===== config.mk =====
export PLATFORM = sky130hd
export DESIGN_NAME = rmac_unit
export DESIGN_NICKNAME = d
export VERILOG_FILES = /design/src/rtl/rmac_pkg.sv /design/src/rtl/rmac_cfg_reg.sv /design/src/rtl/rmac_mult.sv /design/src/rtl/rmac_acc.sv /design/src/rtl/rmac_unit.sv
export SDC_FILE = /design/constraint.sdc
export NUM_CORES = 2
export LEC_CHECK = 0
export BUFFER_PORTS_ARGS = -buffer_cell sky130_fd_sc_hd__buf_2
export CAP_MARGIN = 25
export CELL_PAD_IN_SITES_DETAIL_PLACEMENT = 0
export CELL_PAD_IN_SITES_GLOBAL_PLACEMENT = 1
export CORE_AREA = 2 2 362 256
export DETAILED_ROUTE_END_ITERATION = 6
export DIE_AREA = 0 0 364 258
export GPL_ROUTABILITY_DRIVEN = 0
export PLACE_DENSITY_LB_ADDON = 0.1
export SLEW_MARGIN = 10
export SYNTH_ARGS = -nofsm -noshare
export SYNTH_HDL_FRONTEND = slang
export SYNTH_HIERARCHICAL = 1
export SYNTH_SLANG_ARGS = --single-unit

===== constraint.sdc =====
create_clock -name clk -period 22 [get_ports clk]
set_input_delay 4.4 -clock clk [delete_from_list [all_inputs] [get_ports clk]]
set_output_delay 4.4 -clock clk [all_outputs]
set_load 0.005 [all_outputs]

===== src/rtl/rmac_pkg.sv =====
package rmac_pkg;

    localparam int CFG_W = 4;

    typedef enum logic [1:0] {
        OP_ACC     = 2'b00,
        OP_ADD_C   = 2'b01,
        OP_SUB_C   = 2'b10,
        OP_ACC_ALT = 2'b11
    } op_e;

    // Mode word: [3:2] operation, [1] signed fixed, [0] complex
    typedef struct packed {
        op_e  op;
        logic is_signed;
        logic cplx;
    } cfg_t;

    localparam cfg_t CFG_RESET = '{op: OP_ACC, is_signed: 1'b0, cplx: 1'b0};

    function automatic logic op_accumulates(input op_e op);
        return (op == OP_ACC) || (op == OP_ACC_ALT);
    endfunction

endpackage


===== src/rtl/rmac_cfg_reg.sv =====
module rmac_cfg_reg
    import rmac_pkg::*;
(
    input  logic             clk,
    input  logic             rst,
    input  logic             we,
    input  logic [CFG_W-1:0] wdata,
    output cfg_t             cfg
);

    always_ff @(posedge clk) begin
        if (rst) begin
            cfg <= CFG_RESET;
        end else if (we) begin
            cfg <= cfg_t'(wdata);
        end
    end

endmodule


===== src/rtl/rmac_mult.sv =====
module rmac_mult
    import rmac_pkg::*;
#(
    parameter int PART_W = 8,
    parameter int CACC_W = 20
) (
    input  cfg_t                    cfg,
    input  logic [2*PART_W-1:0]     a,
    input  logic [2*PART_W-1:0]     b,
    input  logic [2*PART_W-1:0]     c,
    output logic [1:0][CACC_W-1:0]  cprod,
    output logic [1:0][CACC_W-1:0]  cthird,
    output logic [2*CACC_W-1:0]     fprod,
    output logic [2*CACC_W-1:0]     fthird
);

    localparam int OPW    = 2 * PART_W;
    localparam int PP_W   = 2 * PART_W;
    localparam int FP_W   = 2 * OPW;
    localparam int FACC_W = 2 * CACC_W;

    function automatic logic [PP_W-1:0] sx_part(input logic [PART_W-1:0] v);
        return {{PART_W{v[PART_W-1]}}, v};
    endfunction

    function automatic logic [CACC_W-1:0] sx_lane(input logic [PP_W-1:0] v);
        return {{(CACC_W-PP_W){v[PP_W-1]}}, v};
    endfunction

    function automatic logic [CACC_W-1:0] sx_small(input logic [PART_W-1:0] v);
        return {{(CACC_W-PART_W){v[PART_W-1]}}, v};
    endfunction

    // Lane 1 is the real part (upper byte), lane 0 the imaginary part.
    logic [PART_W-1:0] ar, ai, br, bi;
    assign ar = a[OPW-1:PART_W];
    assign ai = a[PART_W-1:0];
    assign br = b[OPW-1:PART_W];
    assign bi = b[PART_W-1:0];

    logic [PP_W-1:0] p_rr, p_ii, p_ri, p_ir;
    assign p_rr = sx_part(ar) * sx_part(br);
    assign p_ii = sx_part(ai) * sx_part(bi);
    assign p_ri = sx_part(ar) * sx_part(bi);
    assign p_ir = sx_part(ai) * sx_part(br);

    assign cprod[1]  = sx_lane(p_rr) - sx_lane(p_ii);
    assign cprod[0]  = sx_lane(p_ri) + sx_lane(p_ir);
    assign cthird[1] = sx_small(c[OPW-1:PART_W]);
    assign cthird[0] = sx_small(c[PART_W-1:0]);

    // Fixed-point product, both interpretations, low FP_W bits are exact.
    logic [FP_W-1:0] fp_u, fp_s;
    assign fp_u = {{OPW{1'b0}}, a} * {{OPW{1'b0}}, b};
    assign fp_s = {{OPW{a[OPW-1]}}, a} * {{OPW{b[OPW-1]}}, b};

    always_comb begin
        if (cfg.is_signed) begin
            fprod  = {{(FACC_W-FP_W){fp_s[FP_W-1]}}, fp_s};
            fthird = {{(FACC_W-OPW){c[OPW-1]}}, c};
        end else begin
            fprod  = {{(FACC_W-FP_W){1'b0}}, fp_u};
            fthird = {{(FACC_W-OPW){1'b0}}, c};
        end
    end

endmodule


===== src/rtl/rmac_acc.sv =====
module rmac_acc
    import rmac_pkg::*;
#(
    parameter int CACC_W = 20
) (
    input  logic                    clk,
    input  logic                    rst,
    input  cfg_t                    cfg,
    input  logic                    cfg_we,
    input  logic                    in_valid,
    input  logic                    acc_clr,
    input  logic [1:0][CACC_W-1:0]  cprod,
    input  logic [1:0][CACC_W-1:0]  cthird,
    input  logic [2*CACC_W-1:0]     fprod,
    input  logic [2*CACC_W-1:0]     fthird,
    output logic [2*CACC_W-1:0]     acc,
    output logic                    ovf,
    output logic                    out_valid
);

    localparam int FACC_W = 2 * CACC_W;
    localparam int LMSB   = CACC_W - 1;
    localparam int FMSB   = FACC_W - 1;

    logic [FACC_W-1:0] acc_q, acc_d;
    logic              ovf_q, ovf_d;
    logic              vld_q;

    // Complex lanes: same structure twice.
    logic [FACC_W-1:0] lane_sum_v, lane_alt_v;
    logic [1:0]        lane_ovf;

    for (genvar g = 0; g < 2; g++) begin : g_lane
        logic [CACC_W-1:0] base, sum, alt;
        assign base = acc_clr ? '0 : acc_q[g*CACC_W +: CACC_W];
        assign sum  = base + cprod[g];
        assign alt  = (cfg.op == OP_SUB_C) ? (cthird[g] - cprod[g])
                                           : (cthird[g] + cprod[g]);
        assign lane_ovf[g] = (base[LMSB] == cprod[g][LMSB]) && (sum[LMSB] != base[LMSB]);
        assign lane_sum_v[g*CACC_W +: CACC_W] = sum;
        assign lane_alt_v[g*CACC_W +: CACC_W] = alt;
    end

    // Fixed-point lane.
    logic [FACC_W-1:0] f_base, f_alt;
    logic [FACC_W:0]   f_sum;
    logic              f_ovf;

    always_comb begin
        f_base = acc_clr ? '0 : acc_q;
        f_sum  = {1'b0, f_base} + {1'b0, fprod};
        if (cfg.is_signed) begin
            f_ovf = (f_base[FMSB] == fprod[FMSB]) && (f_sum[FMSB] != f_base[FMSB]);
        end else begin
            f_ovf = f_sum[FACC_W];
        end
        f_alt = (cfg.op == OP_SUB_C) ? (fthird - fprod) : (fthird + fprod);
    end

    always_comb begin
        acc_d = acc_q;
        ovf_d = ovf_q;
        if (cfg_we) begin
            acc_d = '0;
            ovf_d = 1'b0;
        end else if (in_valid) begin
            if (acc_clr) begin
                ovf_d = 1'b0;
            end
            if (op_accumulates(cfg.op)) begin
                if (cfg.cplx) begin
                    acc_d = lane_sum_v;
                    ovf_d = ovf_d | (|lane_ovf);
                end else begin
                    acc_d = f_sum[FACC_W-1:0];
                    ovf_d = ovf_d | f_ovf;
                end
            end else begin
                acc_d = cfg.cplx ? lane_alt_v : f_alt;
            end
        end else if (acc_clr) begin
            acc_d = '0;
            ovf_d = 1'b0;
        end
    end

    always_ff @(posedge clk) begin
        if (rst) begin
            acc_q <= '0;
            ovf_q <= 1'b0;
            vld_q <= 1'b0;
        end else begin
            acc_q <= acc_d;
            ovf_q <= ovf_d;
            vld_q <= in_valid && !cfg_we;
        end
    end

    assign acc       = acc_q;
    assign ovf       = ovf_q;
    assign out_valid = vld_q;

endmodule


===== src/rtl/rmac_unit.sv =====
module rmac_unit
    import rmac_pkg::*;
#(
    parameter int PART_W = 8,
    parameter int CACC_W = 20
) (
    input  logic                  clk,
    input  logic                  rst,
    input  logic                  cfg_we,
    input  logic [3:0]            cfg_data,
    input  logic                  in_valid,
    input  logic                  acc_clr,
    input  logic [2*PART_W-1:0]   op_a,
    input  logic [2*PART_W-1:0]   op_b,
    input  logic [2*PART_W-1:0]   op_c,
    output logic                  out_valid,
    output logic [2*CACC_W-1:0]   acc_out,
    output logic                  ovf
);

    localparam int FACC_W = 2 * CACC_W;

    cfg_t                   cfg;
    logic [1:0][CACC_W-1:0] cprod, cthird;
    logic [FACC_W-1:0]      fprod, fthird;

    rmac_cfg_reg u_cfg (
        .clk   (clk),
        .rst   (rst),
        .we    (cfg_we),
        .wdata (cfg_data),
        .cfg   (cfg)
    );

    rmac_mult #(
        .PART_W (PART_W),
        .CACC_W (CACC_W)
    ) u_mult (
        .cfg    (cfg),
        .a      (op_a),
        .b      (op_b),
        .c      (op_c),
        .cprod  (cprod),
        .cthird (cthird),
        .fprod  (fprod),
        .fthird (fthird)
    );

    rmac_acc #(
        .CACC_W (CACC_W)
    ) u_acc (
        .clk       (clk),
        .rst       (rst),
        .cfg       (cfg),
        .cfg_we    (cfg_we),
        .in_valid  (in_valid),
        .acc_clr   (acc_clr),
        .cprod     (cprod),
        .cthird    (cthird),
        .fprod     (fprod),
        .fthird    (fthird),
        .acc       (acc_out),
        .ovf       (ovf),
        .out_valid (out_valid)
    );

endmodule


**Word level (Yosys, flattened, before mapping)**

Index checks and enable logic that the tools add are counted.
W data, S select, Z words.

- Bits in registers: 46
- Latch bits: 0
- RAM bits: 0
- Bits in read-only memories: 0
- Input bits: 57
- Logic and storage cells: 61
- Memories: 0

- Add/sub/neg operators: 11
- $mul: 6
- Div/mod/pow operators: 0
- Magnitude comparators: 0
- Equality and inequality tests: 8
- Shift operators: 0
- Multiplexer cells: 19
- Bitwise gates (word level): 2
- Reduce and logical (&&, ||, !) cells: 9

Operator list:

| cell | number |
|---|---|
| $mux W40 | 8 |
| $mux W20 | 4 |
| $mul A16 B16 Y32 | 2 |
| $mul A8 B8 Y16 | 4 |
| $add A40 B40 Y41 | 1 |
| $add A20 B20 Y20 | 2 |
| $add A40 B40 Y40 | 1 |
| $sub A40 B40 Y40 | 1 |
| $add A8 B17 Y18 | 2 |
| $sub A8 B17 Y18 | 2 |
| $add A16 B16 Y17 | 1 |
| $sub A16 B16 Y17 | 1 |
| $mux W1 | 7 |
| $eq A2 B2 Y1 const B | 2 |
| $logic_and A1 B1 Y1 | 4 |
| $reduce_or A2 Y1 | 2 |
| $eq A1 B1 Y1 | 3 |
| $ne A1 B1 Y1 | 3 |
| $logic_not A2 Y1 | 1 |
| $or A1 B1 Y1 | 2 |
| $logic_not A1 Y1 | 1 |
| $logic_or A1 B1 Y1 | 1 |

**Longest topological paths before layout**

- Word-level depth: 10
- Mapped depth: 42
- Gate-level depth less buffers: 40

**Cells and area by module**

The synthesis kept the hierarchy.

Modules (own cells, without submodules):

| module | instances | cells each | area each (sq um) | seq. area each (sq um) |
|---|---|---|---|---|
| rmac_mult | 1 | 2558 | 23518.8 | 0.0 |
| rmac_acc | 1 | 1682 | 12231.7 | 840.8 |
| rmac_cfg_reg | 1 | 13 | 140.1 | 80.1 |

**Worst setup path after synthesis**

OpenSTA, ideal clock, no wires.

- Path kind: input to register
- From: in op_a[6]
- To: reg u_acc.acc_q[39] (netlist: u_acc/acc[39])
- Arrival time: 13229 ps
- Data required time: 21867 ps
- Slack: 8638 ps
- Stages: 40
- Cells stage by stage: clkbuf_1 > and2_1 > fa_1 > inv_1 > fa_1 > inv_1 > fa_1 > inv_1 > fa_1 > inv_1 > fa_1 > inv_1 > fa_1 > inv_1 > ha_1 > and3_1 > a221oi_1 > o21ai_1 > [4 not listed] > a221o_1 > or4_4 > nor4_4 > or2b_1 > or2_2 > nor2_1 > o21ai_0 > xnor2_1 > ha_1 > a21o_1 > a21o_1 > a21o_1 > a21oi_1 > o21ai_0 > a21o_1 > a41oi_4 > mux2i_1 > o211ai_1

- Cells in the longest elaborated chain, start to end: 7
- Elaborated cells on any way between the ends: 17

RTL lines:

| what | RTL line | text |
|---|---|---|
| from (decl) | rmac_unit.sv:13 | `input logic [2*PART_W-1:0] op_a,` |
| $mul A16 B16 Y32 (on tied branches) | rmac_mult.sv:54, rmac_mult.sv:55 |  |
| $mux W40 (*) | rmac_mult.sv:58 | `if (cfg.is_signed) begin` |
| net fprod[25] | rmac_unit.sv:25 | `logic [FACC_W-1:0] fprod, fthird;` |
| $add A40 B40 Y40 / $sub A40 B40 Y40 (equally long branches) | rmac_acc.sv:57 | `f_alt = (cfg.op == OP_SUB_C) ? (fthird - fprod) : (fthird + fprod);` |
| $mux W40 | rmac_acc.sv:57 |  |
| $mux W40 | rmac_acc.sv:79 | `acc_d = cfg.cplx ? lane_alt_v : f_alt;` |
| $mux W40 (*) | rmac_acc.sv:70 | `if (op_accumulates(cfg.op)) begin` |
| $mux W40 (*) | rmac_acc.sv:66 | `end else if (in_valid) begin` |
| to (signal assigned) | rmac_acc.sv:89 | `acc_q <= '0;` |
| to (signal assigned) | rmac_acc.sv:93 | `acc_q <= acc_d;` |
| to (decl) | rmac_acc.sv:25 | `logic [FACC_W-1:0] acc_q, acc_d;` |

Mark *: on every way through the listed nets, which the timed path passes. The rest lies on a longest branch.
A chain may end at the register's enable or synchronous reset.

**Worst setup path in the final report**

- From: in op_b[7]
- To: reg u_acc.acc_q[33] (netlist: u_acc/acc[33])

- Cells in the longest elaborated chain, start to end: 7
- Elaborated cells on any way between the ends: 17

RTL lines:

| what | RTL line | text |
|---|---|---|
| from (decl) | rmac_unit.sv:14 | `input logic [2*PART_W-1:0] op_b,` |
| $mul A16 B16 Y32 (on tied branches) | rmac_mult.sv:54, rmac_mult.sv:55 |  |
| $mux W40 (*) | rmac_mult.sv:58 |  |
| net fprod[25] | rmac_unit.sv:25 |  |
| $add A40 B40 Y40 / $sub A40 B40 Y40 (equally long branches) | rmac_acc.sv:57 |  |
| $mux W40 | rmac_acc.sv:57 |  |
| $mux W40 | rmac_acc.sv:79 |  |
| $mux W40 (*) | rmac_acc.sv:70 |  |
| $mux W40 (*) | rmac_acc.sv:66 |  |

Marks and branches as above.

==> impl_metrics.toml <==
[synthesis]
synth_edf_count = 0
async_flop_share_pct = 0
yosys-top-cells-count = "841 x inv_1, 587 x fa_1, 414 x ha_1, 245 x a21oi_1, 239 x nand2_1"
synth_area_leaders = "fa_1 33%, ha_1 14%, inv_1 8.8%, xnor2_1 5.3%, a21oi_1 3.4%"
ys_types = 103
synth_cells = 4253
synth_top_area_share_pct = 32.7
synth_largest_area_cell = "fa_1"
synth_fp_nets = 5311
synth-seq-area-share_pct = 2.57
synth.cell_area_um2 = 35900
syn_area_per_cell_um2 = 8.44
yosysMostFrequentCell = "inv_1"
yosys_warnings = 6
ys_ff_latch = 46
ys.flop_type = "dfxtp_1"

[layout]
drive_above_1_share_pct = 4.94
nets = 5248
area_growth_pct = 3.83
final_cells = 5430

[setup_path]
cp_num_buf_inv = 7
cp_data_required_time_ns = 22.16
crit_fanout = 25
worstSetupPathType = "in2reg"
cp.arrival_ns = 15.14
max_stage_delay_ns = 0.72
rrSetupSlack_ns = 15.76
cp-start-kind = "input pin"
worst_r2r_path_depth = 18
r2r-start = "u_cfg/cfg[1]"
rr_endpoint = "u_acc/acc[33]"
cp-end-kind = "flip-flop"
crit_slowest_cell = "nor4_1"
cp_common_cell = "fa_1"
cp_top_family = "adder cells"

[floorplan]
rows = 93
die_area_um2 = 93900
io-pin-count = 99
initial_core_util_pct = 39.5
die_y_um = 258
die_w_um = 364
coreArea_um2 = 90900

[clock_tree]
post_cts_buffers = 0
clockRootBuffer = "clkbuf_16"
numCtsBuffers = 5
cts_resized = 0
clk_latency_ns = 0.32
cts_hold_buf = 0
cts_num_sinks = 46
clk_path_buf_depth = 2
cts_tree = "done"
cts.reportedPaths.clkPinSlew_ns = 0.08
htreeDepth = 2

[timing]
tightest_slew_ns = 1.08
setup_viol = 0
finalCritPeriodShare_pct = 68.1
tns_ns = 0
hold_viol_final = 0
fin_crit_ns = 14.98
skew_ns = 0.0106
relSlewSlack_pct = 27.0
fmax_ghz = 0.0667
slew_violations = 0
rsz0062_at_grt = "false"

[detailed_routing]
drtAntennaViolNets = 0
drt-total-wl_um = 124000
drc_errors = 0
drtPass1Iterations = 5
wire_per_inst_um = 22.9
vias_per_cell = 5.31
vias = 28800
drtIter0Drc = 2331

[placement]
place_hpwl_um = 107000
io_buffer_count = 98
placed_cells = 5416

[worst_hold_path]
min_to = "u_cfg/cfg[2]"
hp-class = "reg2reg"
hold_start = "u_cfg/cfg[2]"
hold_depth = 2

[grt]
grt_pass1_vias = 29200
grt_start_max_net_pins = 61
antenna_found_initial = 2
grt_overflow_total = 0
grt_first_pass_wirelength_um = 189000
grt.total_usage_pct = 26.9

[run]
max_cap_violations = 0

[run_status]
status = "finished, final reports clean"
flip-flops by register name, indices dropped and copies added (netlist names):
name	cells
u_acc/acc	40
u_cfg/cfg	4
u_acc/out_valid	1
u_acc/ovf	1
kinds of logic (layout without fill, tap and decap cells):
family                     count (synthesis)  in the layout  synth area share [%]
muxes                                     40             40                  1.51
other                                      0              4                     0
DFF                                       46             46                  2.57
buffers and inverters                   1045            983                  11.9
AOI/OAI and AO/OA                        825            825                  15.3
and+or+nand+nor                         1002           1002                  14.4
xor gates and xnor gates                 294            294                  7.20
adders and majority gates               1001           1001                  47.2
layout make-up:
cell class	instances	area, um2
Timing Repair Buffer	130	737
Fill cell	9323	53600
Antenna cell	4	10.0
Clock inverter	3	40.0
Inverter	845	3170
Tap cell	1235	1550
Clock buffer	5	125
Sequential cell	46	922
Multi-Input combinational cell	3162	30700
cell usage in the layout (no fill, tap or decap), drive strengths merged, types with 39 or more instances in the layout:
cell type / instances
a211oi: 43
a21o: 94
a21oi: 250
a31oi: 40
and2: 178
buf: 130
dfxtp: 46
fa: 587
ha: 414
inv: 844
nand2: 239
nand2b: 39
nand3: 55
nor2: 215
nor2b: 64
nor3: 62
o21ai: 133
xnor2: 220
xor2: 74
how the worst max path moves through the flow:
stage / startpoint / to / slack, ns / depth (start not counted)
2_1_floorplan: op_a[6] / u_acc/acc[39] / 8.64 / 40
3_3_place_gp: op_b[7] / u_acc/acc[33] / 7.06 / 36
3_5_place_dp: op_b[7] / u_acc/acc[33] / 6.96 / 36
4_1_cts: op_b[7] / u_acc/acc[33] / 7.26 / 36
5_1_grt: op_b[7] / u_acc/acc[33] / 6.66 / 36
6_report: op_b[7] / u_acc/acc[33] / 7.02 / 36
metal layers:
metal | GRT usage [%] | wire length (um)
met1 | 42.4 | 62900
met2 | 38.1 | 49700
met4 | 1.74 | 859
met3 | 6.55 | 10700
met5 | 0 | 0
metrics by stage:
stage,worst slack [ns],area [um2],hold slack [ns],utilization (%)
final,7.02,37300,0.516,41.0
after global routing,6.66,37300,0.549,41.0
after CTS,7.26,37200,0.511,41.0
after detailed placement,6.96,37100,0.491,40.8
after global placement,7.06,37100,0.483,40.8
after floorplan,8.64,35900,0.460,-
tightest hold or removal path, delay by kind of cell (launching register included):
family	cells	cell delay [ns]
flip-flops	1	0.34
multiplexers	1	0.07
AND/OR/NAND/NOR	1	0.07
Power is not shown: default switching activity piles up to over one toggle a cycle in this logic, so the estimate is an artifact.
